<file path="config.mk">
export PLATFORM = sky130hd
export DESIGN_NAME = uart_irq_pwr
export DESIGN_NICKNAME = d
export VERILOG_FILES = /design/src/rtl/uart_irq_pkg.sv /design/src/rtl/uart_irq_flag_bank.sv /design/src/rtl/uart_irq_edge_det.sv /design/src/rtl/uart_irq_pwr.sv /design/src/rtl/uart_irq_pwr_top.sv
export SDC_FILE = /design/constraint.sdc
export NUM_CORES = 1
export LEC_CHECK = 0
export ABC_AREA = 1
export BUFFER_PORTS_ARGS = -buffer_cell sky130_fd_sc_hd__buf_2
export CORE_ASPECT_RATIO = 0.75
export CORE_UTILIZATION = 36
export DETAILED_ROUTE_END_ITERATION = 16
export PLACE_DENSITY = 0.84
export SYNTH_ARGS = -nofsm -noshare
export SYNTH_HDL_FRONTEND = slang
export SYNTH_HIERARCHICAL = 1
export SYNTH_SLANG_ARGS = --single-unit
</file>
<file path="constraint.sdc">
create_clock -name clk_i -period 1.2 [get_ports clk_i]
set_input_delay 0.36 -clock clk_i [delete_from_list [all_inputs] [get_ports clk_i]]
set_output_delay 0.36 -clock clk_i [all_outputs]
set_load 0.02 [all_outputs]
</file>
<file path="src/rtl/uart_irq_pkg.sv">
package uart_irq_pkg;
  localparam int STAT_W   = 8;
  localparam int EN_W     = 7;
  localparam int SYNC_LEN = 2;

  // status word 1 bit positions
  localparam int S1_TXE  = 7;
  localparam int S1_TXC  = 6;
  localparam int S1_RXF  = 5;
  localparam int S1_IDL  = 4;
  localparam int S1_OVR  = 3;
  // status word 2 bit positions
  localparam int S2_EDG  = 7;
  localparam int S2_BER  = 1;
  localparam int S2_BRK  = 0;

  // enable vector positions
  localparam int EN_TXE  = 0;
  localparam int EN_TXC  = 1;
  localparam int EN_RXF  = 2;
  localparam int EN_IDL  = 3;
  localparam int EN_EDG  = 4;
  localparam int EN_BER  = 5;
  localparam int EN_BRK  = 6;

  localparam logic [STAT_W-1:0] S1_IMPL = 8'b1111_1000;
  localparam logic [STAT_W-1:0] S2_IMPL = 8'b1000_0011;
endpackage

</file>
<file path="src/rtl/uart_irq_flag_bank.sv">
module uart_irq_flag_bank #(
  parameter int             W    = 8,
  parameter logic [W-1:0]   IMPL = '1
) (
  input  logic         clk_i,
  input  logic         rst_ni,
  input  logic [W-1:0] set_i,
  input  logic [W-1:0] clr_i,
  output logic [W-1:0] q_o
);
  logic unused_bits;
  assign unused_bits = ^{set_i & ~IMPL, clr_i & ~IMPL};

  for (genvar i = 0; i < W; i++) begin : g_bit
    if (IMPL[i]) begin : g_impl
      logic q;
      always_ff @(posedge clk_i or negedge rst_ni) begin
        if (!rst_ni)       q <= 1'b0;
        else if (set_i[i]) q <= 1'b1;   // set wins over clear
        else if (clr_i[i]) q <= 1'b0;
      end
      assign q_o[i] = q;

      AST_SET_STICKS: assert property (@(posedge clk_i) disable iff (!rst_ni)
        set_i[i] |=> q_o[i]);
      AST_W1C_CLEARS: assert property (@(posedge clk_i) disable iff (!rst_ni)
        (clr_i[i] && !set_i[i]) |=> !q_o[i]);
      AST_HOLD_NO_WRITE: assert property (@(posedge clk_i) disable iff (!rst_ni)
        (!clr_i[i] && !set_i[i]) |=> (q_o[i] == $past(q_o[i])));
    end else begin : g_zero
      assign q_o[i] = 1'b0;
    end
  end
endmodule

</file>
<file path="src/rtl/uart_irq_edge_det.sv">
module uart_irq_edge_det #(
  parameter int STAGES = 2
) (
  input  logic clk_i,
  input  logic rst_ni,
  input  logic pin_i,
  input  logic pol_i,
  output logic edge_o
);
  logic [STAGES-1:0] sync_q;
  logic              prev_q;
  logic              s;

  always_ff @(posedge clk_i or negedge rst_ni) begin
    if (!rst_ni) begin
      sync_q <= '1;
      prev_q <= 1'b1;
    end else begin
      sync_q <= {sync_q[STAGES-2:0], pin_i};
      prev_q <= sync_q[STAGES-1];
    end
  end

  assign s      = sync_q[STAGES-1];
  // pol 0: falling is active, pol 1: rising is active
  assign edge_o = pol_i ? (s & ~prev_q) : (~s & prev_q);

  AST_EDGE_ONE_CYCLE: assert property (@(posedge clk_i) disable iff (!rst_ni)
    (edge_o && $stable(pol_i)) |=> !edge_o);
endmodule

</file>
<file path="src/rtl/uart_irq_pwr.sv">
module uart_irq_pwr_gate (
  input  logic wait_i,
  input  logic stop_i,
  input  logic stop_in_wait_i,
  output logic eng_clk_en_o
);
  assign eng_clk_en_o = ~(stop_i | (wait_i & stop_in_wait_i));
endmodule

</file>
<file path="src/rtl/uart_irq_pwr_top.sv">
module uart_irq_pwr
  import uart_irq_pkg::*;
(
  input  logic              clk_i,
  input  logic              rst_ni,
  input  logic              tx_empty_evt_i,
  input  logic              tx_done_evt_i,
  input  logic              rx_full_evt_i,
  input  logic              rx_ovr_evt_i,
  input  logic              rx_idle_evt_i,
  input  logic              bit_err_evt_i,
  input  logic              brk_evt_i,
  input  logic              rx_pin_i,
  input  logic              rx_pol_i,
  input  logic [EN_W-1:0]   irq_en_i,
  input  logic [STAT_W-1:0] stat1_w1c_i,
  input  logic [STAT_W-1:0] stat2_w1c_i,
  input  logic              wait_i,
  input  logic              stop_i,
  input  logic              stop_in_wait_i,
  output logic [STAT_W-1:0] stat1_o,
  output logic [STAT_W-1:0] stat2_o,
  output logic              irq_o,
  output logic              eng_clk_en_o,
  output logic              wake_o
);
  logic [STAT_W-1:0] set1, set2;
  logic              rx_edge;

  uart_irq_edge_det #(.STAGES(SYNC_LEN)) u_edge (
    .clk_i  (clk_i),
    .rst_ni (rst_ni),
    .pin_i  (rx_pin_i),
    .pol_i  (rx_pol_i),
    .edge_o (rx_edge)
  );

  always_comb begin
    set1         = '0;
    set1[S1_TXE] = tx_empty_evt_i;
    set1[S1_TXC] = tx_done_evt_i;
    set1[S1_RXF] = rx_full_evt_i;
    set1[S1_IDL] = rx_idle_evt_i;
    set1[S1_OVR] = rx_ovr_evt_i;
    set2         = '0;
    set2[S2_EDG] = rx_edge;
    set2[S2_BER] = bit_err_evt_i;
    set2[S2_BRK] = brk_evt_i;
  end

  uart_irq_flag_bank #(.W(STAT_W), .IMPL(S1_IMPL)) u_stat1 (
    .clk_i  (clk_i),
    .rst_ni (rst_ni),
    .set_i  (set1),
    .clr_i  (stat1_w1c_i),
    .q_o    (stat1_o)
  );

  uart_irq_flag_bank #(.W(STAT_W), .IMPL(S2_IMPL)) u_stat2 (
    .clk_i  (clk_i),
    .rst_ni (rst_ni),
    .set_i  (set2),
    .clr_i  (stat2_w1c_i),
    .q_o    (stat2_o)
  );

  // overrun shares the receive-full enable
  assign irq_o = (stat1_o[S1_TXE] & irq_en_i[EN_TXE])
               | (stat1_o[S1_TXC] & irq_en_i[EN_TXC])
               | ((stat1_o[S1_RXF] | stat1_o[S1_OVR]) & irq_en_i[EN_RXF])
               | (stat1_o[S1_IDL] & irq_en_i[EN_IDL])
               | (stat2_o[S2_EDG] & irq_en_i[EN_EDG])
               | (stat2_o[S2_BER] & irq_en_i[EN_BER])
               | (stat2_o[S2_BRK] & irq_en_i[EN_BRK]);

  uart_irq_pwr_gate u_pwr (
    .wait_i         (wait_i),
    .stop_i         (stop_i),
    .stop_in_wait_i (stop_in_wait_i),
    .eng_clk_en_o   (eng_clk_en_o)
  );

  assign wake_o = stat2_o[S2_EDG] & ~eng_clk_en_o;

  AST_STOP_FREEZES: assert property (@(posedge clk_i) disable iff (!rst_ni)
    stop_i |-> !eng_clk_en_o);
  AST_RUN_WHEN_AWAKE: assert property (@(posedge clk_i) disable iff (!rst_ni)
    (!stop_i && !wait_i) |-> eng_clk_en_o);
  AST_WAIT_NO_SIW_RUNS: assert property (@(posedge clk_i) disable iff (!rst_ni)
    (wait_i && !stop_in_wait_i && !stop_i) |-> eng_clk_en_o);
  AST_IRQ_MASKED: assert property (@(posedge clk_i) disable iff (!rst_ni)
    (irq_en_i == '0) |-> !irq_o);
  AST_UNIMPL_ZERO: assert property (@(posedge clk_i) disable iff (!rst_ni)
    ((stat1_o & ~S1_IMPL) == '0) && ((stat2_o & ~S2_IMPL) == '0));
  AST_WAKE_ONLY_GATED: assert property (@(posedge clk_i) disable iff (!rst_ni)
    eng_clk_en_o |-> !wake_o);
endmodule

</file>
==> summary.md, run 1 <==
| Metric | Value |
|---|---|
| Worst hold path startpoint | `rx_pin_i` |
| Grt ovf | `0` |
| Post-route ant nets | `0` |
| Worst Setup End Kind | `primary output` |
| Clk sink count | `11` |
| Multi-input logic area | `176 um2` |
| Critical path class | `reg -> out` |
| Drt first pass iters | `4` |
| Final Cell Area | `847 um2` |
| CP Launch Point | `u_stat2/g_bit[7].g_impl.q` |
| Max-slew violations | `0` |
| Via-per-instance ratio | `3.79` |
| Die height | `38.1 um` |
| Gate Count Post-Synth | `85` |
| Die area | `0.00191 mm2` |
| Total wire length | `1.09 mm` |
| CP Launch Type | `register` |
| P_leak | `0.000546 uW` |
| Largest stage delay on the critical path | `0.41 ns` |
| First-pass GRT wire length | `1.75 mm` |
| Layout cell share with drive strength beyond 1 | `43.4%` |
| Largest net degree at the start of global routing | `12` |
| Worst r2r path cells | `5` |
| Worst hold path type | `in -> reg` |
| Avg Cell Area, Syn | `7.37 um2` |
| Total track usage | `13.4%` |
| CP Cell Sequence | `nand2_1 > nand2_1 > nor2_1 > nand2_2 > buf_6` |
| Delay-heaviest family, CP | `flip-flops` |
| Core Area | `0.00155 mm2` |
| Pre-CTS WS | `-0.0536 ns` |
| WP data required | `0.84 ns` |
| # H-tree levels | `1` |
| Worst path slowest cell | `dfrtp_1` |
| Ys Warns | `6` |
| Die Wd | `50.2 um` |
| Worst-skew pair later-pin latency | `0.27 ns` |
| Total area of sequential cells | `279 um2` |
| Crit path arrival time | `1.14 ns` |
| Setup slack, reg-to-reg | `0.32 ns` |
| Worst vdd ir | `701 uV` |
| CTS tree | `yes` |
| Core Rows | `12` |
| # IOs | `56` |
| Setup TNS | `-0.555 ns` |
| WL/cell | `7.62 um` |
| Inserted Clock Buffers | `3` |
| Final setup vio count | `7` |
| Crit-path max FO | `4` |
| Nets | `160` |
| Min Clock Period, post-route | `1.50 ns` |
| Final setup margin | `-0.297 ns` |
| Core Util, Final | `54.8%` |
| IO Port Bufs | `39` |
| Worst flop-to-flop path startpoint | `u_edge/sync_q[1]` |
| Capturing point of the worst reg2reg path | `u_stat2/g_bit[7].g_impl.q` |
| CTS clock-pin slew for the worst setup and hold paths | `0.07 ns` |
| Ant diodes | `0` |
| Failing checks | `setup timing` |
| Initial antenna violation count | `0` |
| Initial Utilization | `40.5%` |
| Fill count | `151` |
| Setup crit end | `irq_o` |
| Root buffer cell | `clkbuf_4` |
| Most used cell, CP | `nand2_1` |
| Layout area overhead | `35.1%` |
| Via Count | `542` |
| Unrepaired setup endpoints after global routing | `true` |
| CP Depth | `5` |
| CTS max path bufs | `2` |
| Power Dens Cells | `1050 mW/mm2` |
| DP Area | `768 um2` |
| Starting DRC count in detailed routing | `7` |
| Hold WS | `0.181 ns` |
| Drt drc | `0` |
| Total of max-cap violations | `0` |
| RD Place Congestion | `0.659` |
| Cell area after synthesis | `627 um2` |
| Post-DP HPWL | `866 um` |
| Vias in the first global route | `451` |
| F_max | `0.668 GHz` |
| Buf/Inv on CP | `1` |
| Status | `finished with violations` |
| Final Cycle Share | `125%` |
| Skew final | `0.00453 ns` |
| Hold violation count in the final report | `0` |
-- final cells by class --
cell class	instances	share of cell area (%)
inverters	21	9.31
clock buffers	3	2.66
flip-flops and latches	11	32.9
clock inverters	1	0.591
repair buffers	43	30.6
multi-input cells	43	20.8
well taps	21	3.10
-- state kept, by name, indices dropped and copies added, names as in the netlist --
signal,count
u_edge/sync_q,2
u_edge/prev_q,1
u_stat2/g_bit.g_impl.q,3
u_stat1/g_bit.g_impl.q,5
-- cells in the final DEF, fill, tap and decap left out, drive strengths merged --
master and instances:
conb 8, a21oi 1, nand2 27, clkbuf 3, inv 21, dfstp 3
clkinv 1, buf 42, dlygate4sd3 1, dfrtp 8, nand3 2, nor2 5
-- routing by layer --
metal / vias up / part of all wire (%) / global-route usage (%)
li1: 289 / - / -
met1: 229 / 39 / 13.9
met2: 24 / 52 / 22.3
met3: 0 / 8.6 / 7.54
met4: 0 / 0 / 6.43
met5: - / 0 / 0
-- report_power, final --
group	internal [uW]	switching, uW
Sequential	400	20.0
Clock	123	128
Combinational	96.5	120
-- through the flow --
step                      std cells  total power, uW
after CTS                       142              896
after floorplan                  91              578
after global routing            143              952
after detailed placement        137              620
final                           143              887
after global placement          137              615
-- worst min path at each step --
stage / end / slack [ns] / cells past startpoint
after detailed placement: u_stat2/g_bit[0].g_impl.q / 0.24 / 1
after global placement: u_stat1/g_bit[6].g_impl.q / 0.24 / 1
after global routing: u_edge/sync_q[0] / 0.16 / 1
after CTS: u_edge/sync_q[0] / 0.17 / 1
final: u_edge/sync_q[0] / 0.18 / 1
after floorplan: u_stat1/g_bit[3].g_impl.q / 0.06 / 0
-- timing repair --
item	in CTS	in global routing
buffers inserted	0	1
gates resized for setup	8	3
endpoints found under the hold margin	8	0
pin swaps	2	1
hold buffers	1	0
endpoints found under the setup margin	9	10
Note: power is estimated with default switching activity, not from simulation.
==> inputs of run 2 (changes only) <==
ABC_AREA = not set   (was 1)
CORE_ASPECT_RATIO = not set   (was 0.75)
CORE_UTILIZATION = 35   (was 36)
PLACE_DENSITY = not set   (was 0.84)
PLACE_DENSITY_LB_ADDON = 0.2   (was not set)
SETUP_SLACK_MARGIN = 0.3   (was not set)
==> summary.md, run 2 <==
| Metric | Value |
|---|---|
| Critical path class | `reg -> out` |
| Gate Count Post-Synth | `55 (-35%)` |
| Most frequent cells in the layout | `buf_2, buf_6` |
| Die Wd | `42.6 um (-15%)` |
| Unrepaired setup endpoints after global routing | `true` |
| Total wire length | `1.16 mm (+6.7%)` |
| Layout area overhead | `67.8%` |
| Commonest non-fill, non-tap cell in the layout | `buf_2` |
| Post-route ant nets | `0 (unchanged)` |
| CTS tree | `yes` |
| Power Dens Cells | `1000 mW/mm2 (-4.2%)` |
| Core Rows | `14 (+2)` |
| Die height | `42.6 um (+12%)` |
| P_leak | `0.000540 uW (-0.97%)` |
| Worst Setup End Kind | `primary output` |
| Worst flop-to-flop path startpoint | `u_edge/prev_q` |
| Finished Layout Cells | `118 (-17%)` |
| Hold WS | `0.192 ns (+0.0110 ns)` |
| Buf/Inv on CP | `1 (unchanged)` |
| Skew final | `0.000168 ns (-0.00436 ns)` |
| CP Launch Type | `register` |
| Grt ovf | `0 (unchanged)` |
| Die area | `0.00181 mm2 (-5.4%)` |
| Worst hold path startpoint | `rx_pin_i` |
| Worst hold path type | `in -> reg` |
| Starting DRC count in detailed routing | `4 (-3)` |
| Clk sink count | `11 (unchanged)` |
| Total track usage | `14.1% (+0.70 points)` |
| Layout cell share with drive strength beyond 1 | `62.7% (+19 points)` |
| Core Area | `0.00152 mm2 (-1.5%)` |
| Max-slew violations | `0 (unchanged)` |
| Largest register FFs | `5 (unchanged)` |
| Drt drc | `0 (unchanged)` |
| CP Launch Point | `u_stat1/g_bit[4].g_impl.q` |
| Inserted Clock Buffers | `3 (unchanged)` |
| Pre-CTS WS | `-0.319 ns (-0.265 ns)` |
| Final setup vio count | `10 (+3)` |
| Worst vdd ir | `620 uV (-12%)` |
| RD Place Congestion | `0.622 (-5.7%)` |
| Worst path slowest cell | `dfrtp_1` |
| Worst-skew pair later-pin latency | `0.26 ns (about the same)` |
| CTS clock-pin slew for the worst setup and hold paths | `0.07 ns (about the same)` |
| IO Port Bufs | `39 (unchanged)` |
| Total of max-cap violations | `0 (unchanged)` |
| Nets | `140 (-13%)` |
| Cell area after synthesis | `576 um2 (-8.2%)` |
| CP Cell Sequence | `a22o_1 > a221oi_2 > nand3_2 > buf_6` |
| Post-DP HPWL | `884 um (+2.1%)` |
| WP data required | `0.84 ns (about the same)` |
| Ant diodes | `0 (unchanged)` |
| Via Count | `515 (-5.0%)` |
| Initial Utilization | `37.8% (-2.8 points)` |
| Min Clock Period, post-route | `1.66 ns (+0.160 ns)` |
| # H-tree levels | `1 (unchanged)` |
| Placed cells | `108 (-21%)` |
| Largest net degree at the start of global routing | `12 (unchanged)` |
| Via-per-instance ratio | `4.36 (+15%)` |
| Failing checks | `setup timing` |
| Root buffer cell | `clkbuf_4` |
| Vias in the first global route | `500 (+11%)` |
| Most flop-heavy register | `u_stat1/g_bit.g_impl.q` |
| Crit-path max FO | `2 (-2)` |
| Hold violation count in the final report | `0 (unchanged)` |
| Final setup margin | `-0.457 ns (-0.160 ns)` |
| Setup TNS | `-1.21 ns (-0.650 ns)` |
| Initial antenna violation count | `0 (unchanged)` |
| Crit path arrival time | `1.30 ns (+0.16 ns)` |
| Biggest regs | `u_stat1/g_bit.g_impl.q: 5 flops, u_stat2/g_bit.g_impl.q: 3 flops, u_edge/sync_q: 2 flops` |
| Avg Cell Area, Syn | `10.5 um2 (+42%)` |
| CTS max path bufs | `2 (unchanged)` |
| Ys Warns | `6 (unchanged)` |
| Drt first pass iters | `4 (unchanged)` |
| WL/cell | `9.85 um (+29%)` |
| Status | `finished with violations` |
| # IOs | `56 (unchanged)` |
| F_max | `0.603 GHz (-9.7%)` |
| First-pass GRT wire length | `1.84 mm (+5.6%)` |
| Delay-heaviest family, CP | `compound AO/OA/AOI/OAI gates` |
| Largest stage delay on the critical path | `0.38 ns (-0.03 ns)` |
| Final Cycle Share | `138% (+13 points)` |
[run 2: final cells by class]
type,instances,area (um2)
fill,136,558
timing repair buffer,53,414
sequential,11,279
multi-input combinational,26,196
inverter,8,30.0
clock buffer,4,26.3
tap,16,20.0
[run 2: stage by stage]
step / utilization [%] / power [uW] / area, um2
6_report: 63.4 / 969 / 966
5_1_grt: 63.4 / 1020 / 966
2_1_floorplan: - / 578 / 626
3_5_place_dp: 50.7 / 643 / 773
4_1_cts: 61.2 / 963 / 932
3_3_place_gp: 50.7 / 638 / 773
[run 2: final timing paths]
kind / to / slack (ns) / cells past startpoint
max in group asynchronous: u_edge/prev_q / 0.42 / 2
worst max register to register: u_stat2/g_bit[7].g_impl.q / 0.24 / 3
worst max-delay path: irq_o / -0.46 / 4
worst min-delay path: u_edge/sync_q[0] / 0.19 / 1
worst min register to register: u_edge/sync_q[1] / 0.36 / 0
min in group asynchronous: u_stat1/g_bit[5].g_impl.q / 0.52 / 2
[run 2: power by group]
group / internal (uW) / leakage, uW / switching [uW] / total, uW
Combinational: 174 / 0.000406 / 130 / 305
Sequential: 400 / 0.000119 / 15.9 / 416
Clock: 128 / 0.0000150 / 120 / 249
Total: 702 / 0.000540 / 267 / 969
[run 2: routing by layer]
metal  vias to the layer above  global-route usage (%)  wire [um]
met5                         -                       0          0
met4                         0                    11.3         12
met3                         2                    2.16         83
met2                        32                    24.3        606
met1                       236                    15.1        460
li1                        245                       -          -
[run 2: timing repair]
action                                 4_1_cts  5_1_grt
pin swaps                                    2        2
setup endpoints to repair                   12       12
setup buffers                                2        3
hold buffers                                 1        0
endpoints found under the hold margin        8        0
gates resized for setup                     30        3
==> inputs of run 3 (changes only) <==
RECOVER_POWER = 100   (was not set)
==> summary.md, run 3 (synthesis gave the netlist of run 2 again) <==
| Metric | Value |
|---|---|
| Die area | `0.00181 mm2 (unchanged)` |
| Min Clock Period, post-route | `1.66 ns (+0.00124 ns)` |
| Power Dens Cells | `1020 mW/mm2 (+1.3%)` |
| CTS tree | `yes` |
| Total of max-cap violations | `0 (unchanged)` |
| Most frequent cells in the layout | `buf_2, buf_6` |
| Via Count | `511 (-0.78%)` |
| Largest register FFs | `5 (unchanged)` |
| Largest net degree at the start of global routing | `12 (unchanged)` |
| Status | `finished with violations` |
| Post-route ant nets | `0 (unchanged)` |
| Worst-skew pair later-pin latency | `0.26 ns (about the same)` |
| Critical path class | `reg -> out` |
| Skew final | `0.000197 ns (+0.0000288 ns)` |
| Drt drc | `0 (unchanged)` |
| Starting DRC count in detailed routing | `4 (unchanged)` |
| Pre-CTS WS | `-0.319 ns (unchanged)` |
| CP Launch Type | `register` |
| Slew margin rel. | `60.1%` |
| RD Place Congestion | `0.622 (unchanged)` |
| Core Util, Final | `61.8% (-1.6 points)` |
| IO Port Bufs | `39 (unchanged)` |
| Final setup margin | `-0.458 ns (-0.00124 ns)` |
| Worst Setup End Kind | `primary output` |
| Layout cell share with drive strength beyond 1 | `57.8% (-4.9 points)` |
| Final setup vio count | `10 (unchanged)` |
| Unrepaired setup endpoints after global routing | `true` |
| Layout area overhead | `63.7%` |
| # H-tree levels | `1 (unchanged)` |
| Die height | `42.6 um (unchanged)` |
| Crit-path max FO | `2 (unchanged)` |
| Total wire length | `1.18 mm (+1.3%)` |
| Initial antenna violation count | `0 (unchanged)` |
| # IOs | `56 (unchanged)` |
| Clk sink count | `11 (unchanged)` |
| Core Area | `0.00152 mm2 (unchanged)` |
| Crit path arrival time | `1.30 ns (about the same)` |
| Most flop-heavy register | `u_stat1/g_bit.g_impl.q` |
| Core Rows | `14 (unchanged)` |
| Grt ovf | `0 (unchanged)` |
| Post-DP HPWL | `884 um (unchanged)` |
| Ant diodes | `0 (unchanged)` |
| WP data required | `0.84 ns (about the same)` |
| WL/cell | `9.97 um (+1.3%)` |
| Multi-input logic area | `196 um2 (unchanged)` |
| Max-slew violations | `0 (unchanged)` |
| Total area of sequential cells | `279 um2 (unchanged)` |
| Tightest Pin Transition | `0.598 ns` |
| Total track usage | `14.1% (unchanged)` |
| Inserted Clock Buffers | `3 (unchanged)` |
| Initial Utilization | `37.8% (unchanged)` |
| CTS clock-pin slew for the worst setup and hold paths | `0.07 ns (about the same)` |
| Vias in the first global route | `500 (unchanged)` |
| Via-per-instance ratio | `4.33 (-0.78%)` |
| Die Wd | `42.6 um (unchanged)` |
| First-pass GRT wire length | `1.84 mm (unchanged)` |
| Biggest regs | `u_stat1/g_bit.g_impl.q: 5 flops, u_stat2/g_bit.g_impl.q: 3 flops, u_edge/sync_q: 2 flops` |
| CTS max path bufs | `2 (unchanged)` |
| Worst vdd ir | `616 uV (-0.73%)` |
| Nets | `140 (unchanged)` |
| Final Power | `957 uW (-1.2%)` |
| Fill count | `142 (+4.4%)` |
| Failing checks | `setup timing` |
| Worst hold path type | `in -> reg` |
| P_leak | `0.000522 uW (-3.3%)` |
| Hold violation count in the final report | `0 (unchanged)` |
| F_max | `0.603 GHz (about the same)` |
| Root buffer cell | `clkbuf_4` |
| Final Cycle Share | `138% (about the same)` |
| Drt first pass iters | `4 (unchanged)` |
| Hold WS | `0.192 ns (-0.000309 ns)` |
| Commonest non-fill, non-tap cell in the layout | `buf_2` |
==> run 3: worst paths after layout <==
kind | to | slack, ns | from | cells after the start
setup / recovery | irq_o | -0.46 | u_stat1/g_bit[4].g_impl.q | 4
hold / removal | u_edge/sync_q[0] | 0.19 | rx_pin_i | 1
setup reg to reg | u_stat2/g_bit[7].g_impl.q | 0.23 | u_edge/sync_q[1] | 3
hold reg to reg | u_edge/sync_q[1] | 0.37 | u_edge/sync_q[0] | 0
max in group asynchronous | u_stat2/g_bit[7].g_impl.q | 0.17 | rst_ni | 2
min in group asynchronous | u_stat2/g_bit[0].g_impl.q | 0.64 | rst_ni | 2
==> run 3: final cells by class <==
cell class,count,share of cell area [%]
inverter,8,3.19
timing repair buffer,53,41.4
multi-input combinational,26,20.8
tap,16,2.12
sequential,11,29.6
clock buffer,4,2.79
==> run 3: worst max-delay path: stages (launching register included) <==
cell      delay [ns]
dfrtp_1         0.38
a22o_1          0.22
a221oi_2        0.20
nand3_2         0.10
buf_6           0.14
==> run 3: timing repair <==
action,CTS,global route
buffers inserted,2,3
hold endpoints to repair,8,0
gates cloned,0,0
setup endpoints to repair,12,12
pin swaps,2,2
hold buffers,1,0
gates resized for setup,30,3
==> run 3: stage by stage <==
step / setup TNS (ns) / area [um2] / cells
floorplan: -0.205 / 626 / 61
global placement: -0.309 / 773 / 108
detailed placement: -0.322 / 773 / 108
CTS: -1.24 / 932 / 115
global route: -1.69 / 942 / 118
finish: -1.20 / 942 / 118
==> run 3: report_power, final <==
group          internal, uW  leakage (uW)  switching [uW]
Combinational           164      0.000389             131
Sequential              399      0.000119            14.5
Clock                   128     0.0000150             121
==> run 3: per-layer routing <==
| metal | vias up | GRT usage, % | routed length (um) |
|---|---|---|---|
| met5 | - | 0 | 0 |
| met4 | 0 | 11.3 | 12 |
| met3 | 2 | 2.16 | 85 |
| met2 | 32 | 24.3 | 617 |
| met1 | 232 | 15.1 | 461 |
| li1 | 245 | - | - |
